## src/rtl/cbm_pkg.sv

```systemverilog
package cbm_pkg;
  typedef enum logic [1:0] {
    OP_READ  = 2'b00,
    OP_WRITE = 2'b01,
    OP_RMW   = 2'b10,
    OP_SPARE = 2'b11
  } op_t;

  typedef enum logic [3:0] {
    S_IDLE, S_ASET, S_ASTB, S_AREL,
    S_RGAP, S_RSTB, S_RREL,
    S_DSET, S_DSTB, S_DREL,
    S_WSTB, S_WREL
  } st_t;
endpackage

```

## src/rtl/cbm_stepcnt.sv

```systemverilog
module cbm_stepcnt #(
  parameter int W = 16
) (
  input  logic         clk,
  input  logic         rst_n,
  input  logic         clr,
  output logic [W-1:0] cnt
);
  // cycles spent in the current state, saturating
  always_ff @(posedge clk or negedge rst_n) begin
    if (!rst_n)          cnt <= '0;
    else if (clr)        cnt <= '0;
    else if (cnt != '1)  cnt <= cnt + 1'b1;
  end
endmodule

```

## src/rtl/cbm_merge.sv

```systemverilog
module cbm_merge #(
  parameter int W = 16
) (
  input  logic [W-1:0] old_val,
  input  logic [W-1:0] clr_mask,
  input  logic [W-1:0] set_val,
  output logic [W-1:0] result
);
  assign result = (old_val & ~clr_mask) | set_val;
endmodule

```

## src/rtl/cbm_master.sv

```systemverilog
module cbm_master #(
  parameter int DW        = 16,
  parameter int TW        = 16,
  parameter int SETUP_CYC = 2
) (
  input  logic          clk,
  input  logic          rst_n,
  input  logic          cmd_valid,
  output logic          cmd_ready,
  input  logic [1:0]    cmd_op,
  input  logic [DW-1:0] cmd_addr,
  input  logic [DW-1:0] cmd_wdata,
  input  logic [DW-1:0] cmd_mask,
  input  logic [TW-1:0] tmo_cycles,
  output logic [DW-1:0] phy_din,
  output logic          phy_cap_addr,
  output logic          phy_cap_data,
  output logic          phy_rd,
  output logic          phy_wr,
  input  logic [DW-1:0] phy_dout,
  input  logic          phy_ack,
  output logic          done,
  output logic [DW-1:0] rd_data,
  output logic          err
);
  import cbm_pkg::*;

  localparam logic [TW-1:0] SET_LAST = TW'(SETUP_CYC - 1);

  st_t          st_q, st_d;
  op_t          op_q;
  logic [DW-1:0] addr_q, wdata_q, mask_q, rdat_q, din_q, merged;
  logic [3:0]   stb_q;             // {cap_addr, cap_data, rd, wr}
  logic         done_q, err_q;
  logic         finish, fail, grab, accept, expired;
  logic [TW-1:0] cnt;

  cbm_stepcnt #(.W(TW)) u_cnt (
    .clk   (clk),
    .rst_n (rst_n),
    .clr   (st_d != st_q),
    .cnt   (cnt)
  );

  cbm_merge #(.W(DW)) u_merge (
    .old_val  (rdat_q),
    .clr_mask (mask_q),
    .set_val  (wdata_q),
    .result   (merged)
  );

  assign accept  = cmd_valid && (st_q == S_IDLE);
  assign expired = (cnt >= tmo_cycles);

  always_comb begin
    st_d   = st_q;
    finish = 1'b0;
    fail   = 1'b0;
    grab   = 1'b0;
    case (st_q)
      S_IDLE: if (cmd_valid) st_d = S_ASET;
      S_ASET: if (cnt == SET_LAST) st_d = S_ASTB;
      S_ASTB: if (phy_ack) st_d = S_AREL; else if (expired) fail = 1'b1;
      S_AREL: if (!phy_ack) st_d = (op_q == OP_WRITE) ? S_DSET : S_RGAP;
              else if (expired) fail = 1'b1;
      S_RGAP: st_d = S_RSTB;
      S_RSTB: if (phy_ack) begin grab = 1'b1; st_d = S_RREL; end
              else if (expired) fail = 1'b1;
      S_RREL: if (!phy_ack) begin
                if (op_q == OP_RMW) st_d = S_ASET;
                else finish = 1'b1;
              end else if (expired) fail = 1'b1;
      S_DSET: if (cnt == SET_LAST) st_d = S_DSTB;
      S_DSTB: if (phy_ack) st_d = S_DREL; else if (expired) fail = 1'b1;
      S_DREL: if (!phy_ack) st_d = S_WSTB; else if (expired) fail = 1'b1;
      S_WSTB: if (phy_ack) st_d = S_WREL; else if (expired) fail = 1'b1;
      S_WREL: if (!phy_ack) finish = 1'b1; else if (expired) fail = 1'b1;
      default: st_d = S_IDLE;
    endcase
    if (finish || fail) st_d = S_IDLE;
  end

  always_ff @(posedge clk or negedge rst_n) begin
    if (!rst_n) begin
      st_q    <= S_IDLE;
      op_q    <= OP_READ;
      addr_q  <= '0;
      wdata_q <= '0;
      mask_q  <= '0;
      rdat_q  <= '0;
      din_q   <= '0;
      stb_q   <= '0;
      done_q  <= 1'b0;
      err_q   <= 1'b0;
    end else begin
      st_q   <= st_d;
      done_q <= finish | fail;
      if (accept) begin
        op_q    <= op_t'(cmd_op);
        addr_q  <= cmd_addr;
        wdata_q <= cmd_wdata;
        mask_q  <= cmd_mask;
        err_q   <= 1'b0;
      end
      if (fail) err_q <= 1'b1;
      if (grab) rdat_q <= phy_dout;
      if (st_q == S_RREL && st_d == S_ASET) begin
        wdata_q <= merged;
        op_q    <= OP_WRITE;
      end
      // outbound word only moves while every strobe is low
      if (st_d == S_ASET && st_q != S_ASET)
        din_q <= (st_q == S_IDLE) ? cmd_addr : addr_q;
      else if (st_d == S_DSET && st_q != S_DSET)
        din_q <= wdata_q;
      else if (st_d == S_RGAP)
        din_q <= '0;
      stb_q <= {st_d == S_ASTB, st_d == S_DSTB, st_d == S_RSTB, st_d == S_WSTB};
    end
  end

  assign cmd_ready    = (st_q == S_IDLE);
  assign phy_din      = din_q;
  assign phy_cap_addr = stb_q[3];
  assign phy_cap_data = stb_q[2];
  assign phy_rd       = stb_q[1];
  assign phy_wr       = stb_q[0];
  assign done         = done_q;
  assign rd_data      = rdat_q;
  assign err          = err_q;

  logic any_stb;
  assign any_stb = |stb_q;


  strobe_onehot_chk: assert property (@(posedge clk) disable iff (!rst_n)
    $onehot0(stb_q));


  rise_after_low_chk: assert property (@(posedge clk) disable iff (!rst_n)
    $rose(any_stb) |-> !$past(phy_ack));


  din_steady_chk: assert property (@(posedge clk) disable iff (!rst_n)
    (stb_q != $past(stb_q)) |-> $stable(phy_din));


  busy_after_take_chk: assert property (@(posedge clk) disable iff (!rst_n)
    (cmd_valid && cmd_ready) |=> !cmd_ready);


  done_single_chk: assert property (@(posedge clk) disable iff (!rst_n)
    done |=> !done);


  err_with_done_chk: assert property (@(posedge clk) disable iff (!rst_n)
    $rose(err) |-> done);


  quiet_at_end_chk: assert property (@(posedge clk) disable iff (!rst_n)
    done |-> !any_stb);
endmodule

```

## config.mk

```make
export PLATFORM = sky130hd
export DESIGN_NAME = cbm_master
export DESIGN_NICKNAME = d
export VERILOG_FILES = /design/src/rtl/cbm_pkg.sv /design/src/rtl/cbm_stepcnt.sv /design/src/rtl/cbm_merge.sv /design/src/rtl/cbm_master.sv
export SDC_FILE = /design/constraint.sdc
export NUM_CORES = 1
export LEC_CHECK = 0
export BUFFER_PORTS_ARGS = -buffer_cell sky130_fd_sc_hd__buf_2
export CAP_MARGIN = 20
export CORE_MARGIN = 8
export CORE_UTILIZATION = 35
export CTS_CLUSTER_DIAMETER = 150
export DETAILED_ROUTE_END_ITERATION = 8
export HOLD_SLACK_MARGIN = 0.08
export SKIP_CTS_REPAIR_TIMING = 1
export SLEW_MARGIN = 20
export SYNTH_ARGS = -nofsm -noshare
export SYNTH_HDL_FRONTEND = slang
export SYNTH_SLANG_ARGS = --single-unit
```

## constraint.sdc

```tcl
create_clock -name clk -period 3.1 [get_ports clk]
set_clock_uncertainty 0.2 [all_clocks]
set_input_delay 0.62 -clock clk [delete_from_list [all_inputs] [get_ports clk]]
set_output_delay 0.62 -clock clk [all_outputs]
set_load 0.02 [all_outputs]
```

==> flow_summary.ini <==
[setup_path]
reg2reg_from = u_cnt.cnt[6]
startpoint_type = flop
cp_slowest_cell = dfrtp_1
critPathMaxStageDelay_ps = 480
crit_required_ps = 3170
reg2reg_to = u_cnt.cnt[1]
arrival_ps = 2940
critical_path_class = reg -> reg
crit_fanout = 16
worstRegToRegCells = 9
crit_chain = ha_1 -> and3_1 -> a221o_1 -> nand4_1 -> nand4_2 -> a2111oi_4 -> o31ai_4 -> buf_12 -> a211oi_2
rrSetupSlack_ps = 230
critPathCaptureType = flop

[sta]
setup_viol = 0
worst_slew_pin_slew_ps = 645
maxSlewHeadroom = 0.570
drv_slew = 0
timing.fmax_mhz = 348
min_period_ps = 2870
rsz0062_at_grt = no
hold_viol_final = 0
timing.final.crit_share = 0.926

[synth]
seq_area_frac_synth = 0.477
synth.top_cell.area_share = 0.477
yosysMostFrequentCell = dfrtp_1
synth_area_leaders = dfrtp_1, mux2_2, ha_1
async_flop_share = 1.00
syn_avg_cell_area_um2 = 11.3
synth_edf_count = 0
yosysUniqueCellTypes = 61
ys.warnings.count = 0
ys_ff_latch = 108
netlist_instances = 503
synth_nets = 607
yosys-top-cells-count = dfrtp_1, mux2_2, a21oi_1, nand2b_1, nand3_1
syn-cell-area_mm2 = 0.00567
ys.flop_type = dfrtp_1
yosys.area.top_type = dfrtp_1

[min_path]
hold_depth = 1
hp-class = reg -> reg
worstHoldStart = wdata_q[3]
holdPathEnd = phy_din[3]

[route]
postRouteAntennaNets = 0
wirelength_mm = 15.3
remaining_drc_errors = 0
wire_per_inst_um = 18.0
first_pass_iters = 4
first_iter_violations = 229
avgViaCountPerCell = 5.12
route.vias.total = 4348

[placed_design]
routabilityCongestion = 0.877
hpwl_mm = 11.4
io_buffers = 124

[cells_and_area]
postLayoutCoreUtil = 0.435
multiInputGateArea_mm2 = 0.00275
area_growth_pct = 22.0
fillCellCount = 1575
post_route_cells_drive_above_1_share = 0.383
layout.nets = 731
seqCellArea_mm2 = 0.00270

[pwr]
cellPowerDensity_mw_per_mm2 = 947
p_leak_nw = 3.33
totalPowerFinal_mw = 6.55
vdd_drop_max_v = 0.000412

[die]
rows = 46
core_mm2 = 0.0159
die_y_um = 143
die_w_um = 143
start_util = 0.357
io_pins = 125
dieArea_mm2 = 0.0205

[grt]
antenna_found_initial = 2
grt_pass1_vias = 4686
grt_max_degree = 56
grt_pass1_wl_mm = 24.9
track_usage = 0.155
grt-ovfl-total = 0

[status]
status = finished clean

[clock_tree]
clock_latency_ps = 350
numCtsBuffers = 9
clock-sinks = 108
path_clk_slew_ps = 80
cts.htree.levels = 3
cts_tree = built
root_buffer = clkbuf_16
cts_max_path_buffers = 2

[flow_run]
drv_cap = 0
[state kept, by name, indices dropped and copies added (netlist names)]
signal	flops
addr_q	16
mask_q	16
phy_din	16
rd_data	16
u_cnt.cnt	16
wdata_q	16
st_q	4
stb_q	4
op_q	2
done	1
err	1
[where the power goes]
part / internal [mW] / switching (mW) / total, mW
Sequential: 2.00 / 0.430 / 2.43
Combinational: 1.38 / 1.59 / 2.97
Clock: 0.588 / 0.566 / 1.15
[how the worst max path moves through the flow]
stage / from / endpoint / slack, ps
2_1_floorplan: tmo_cycles[15] / u_cnt.cnt[4] / 300
3_3_place_gp: tmo_cycles[0] / u_cnt.cnt[1] / 70
3_5_place_dp: tmo_cycles[0] / u_cnt.cnt[1] / -10
4_1_cts: u_cnt.cnt[6] / u_cnt.cnt[1] / 230
5_1_grt: u_cnt.cnt[6] / u_cnt.cnt[1] / 80
6_report: u_cnt.cnt[6] / u_cnt.cnt[1] / 230
[final cells by class]
class                           instances  share of cell area
Multi-Input combinational cell        347               0.398
Sequential cell                       108               0.391
Timing Repair Buffer                  141               0.118
Tap cell                              216              0.0391
Clock buffer                           10              0.0346
Inverter                               20              0.0109
Clock inverter                          6             0.00868
Antenna cell                            1            0.000362
[worst max-delay path, delay by kind of cell, from the launching register on]
| family | cells | cell delay [ps] |
|---|---|---|
| DFF | 1 | 480 |
| adders and majority gates | 1 | 350 |
| AOI/OAI and AO/OA | 4 | 1060 |
| and+or+nand+nor | 3 | 530 |
| buffers and inverters | 1 | 170 |
[metal layers]
metal	wire length (um)	share of wire	GRT usage	vias to the layer above
met5	8	0.00052	0	-
met4	366	0.024	0.0625	2
met3	1090	0.071	0.0477	25
met2	7380	0.48	0.258	135
met1	6440	0.42	0.184	2118
li1	-	-	-	2068
[kinds of logic (layout without fill, tap and decap cells)]
| family | count (synthesis) | after routing | share of synthesized area |
|---|---|---|---|
| multiplexers | 68 | 68 | 0.131 |
| other | 0 | 1 | 0 |
| AND/OR/NAND/NOR | 139 | 139 | 0.147 |
| XOR/XNOR | 12 | 12 | 0.0185 |
| flip-flops | 108 | 108 | 0.477 |
| buffers and inverters | 48 | 177 | 0.0388 |
| adder cells (fa/ha/maj) | 18 | 18 | 0.0397 |
| AO/OA/AOI/OAI | 110 | 110 | 0.149 |
[placed cells by master (no fill, tap or decap), types with 18 or more instances in the layout]
cell	Yosys	routed
nand2b_1	23	23
ha_1	18	18
o21ai_0	21	21
mux2i_1	20	20
a21o_1	20	20
buf_2	11	123
mux2_2	48	48
a21oi_1	23	23
nand3_1	22	22
nor2_1	19	19
inv_1	20	20
dfrtp_1	108	108
[metrics by stage]
stage	instances	setup WS, ps	hold slack [ps]	area [um^2]	TNS (ps)
after detailed placement	831	-11.3	271	6610	-11.3
after global routing	849	84.4	280	6920	0
final	849	228	283	6920	0
after global placement	831	73.8	265	6610	0
after floorplan	503	298	124	5670	0
after CTS	847	226	-28.7	6900	0
Power figures use the tool's default switching activity.
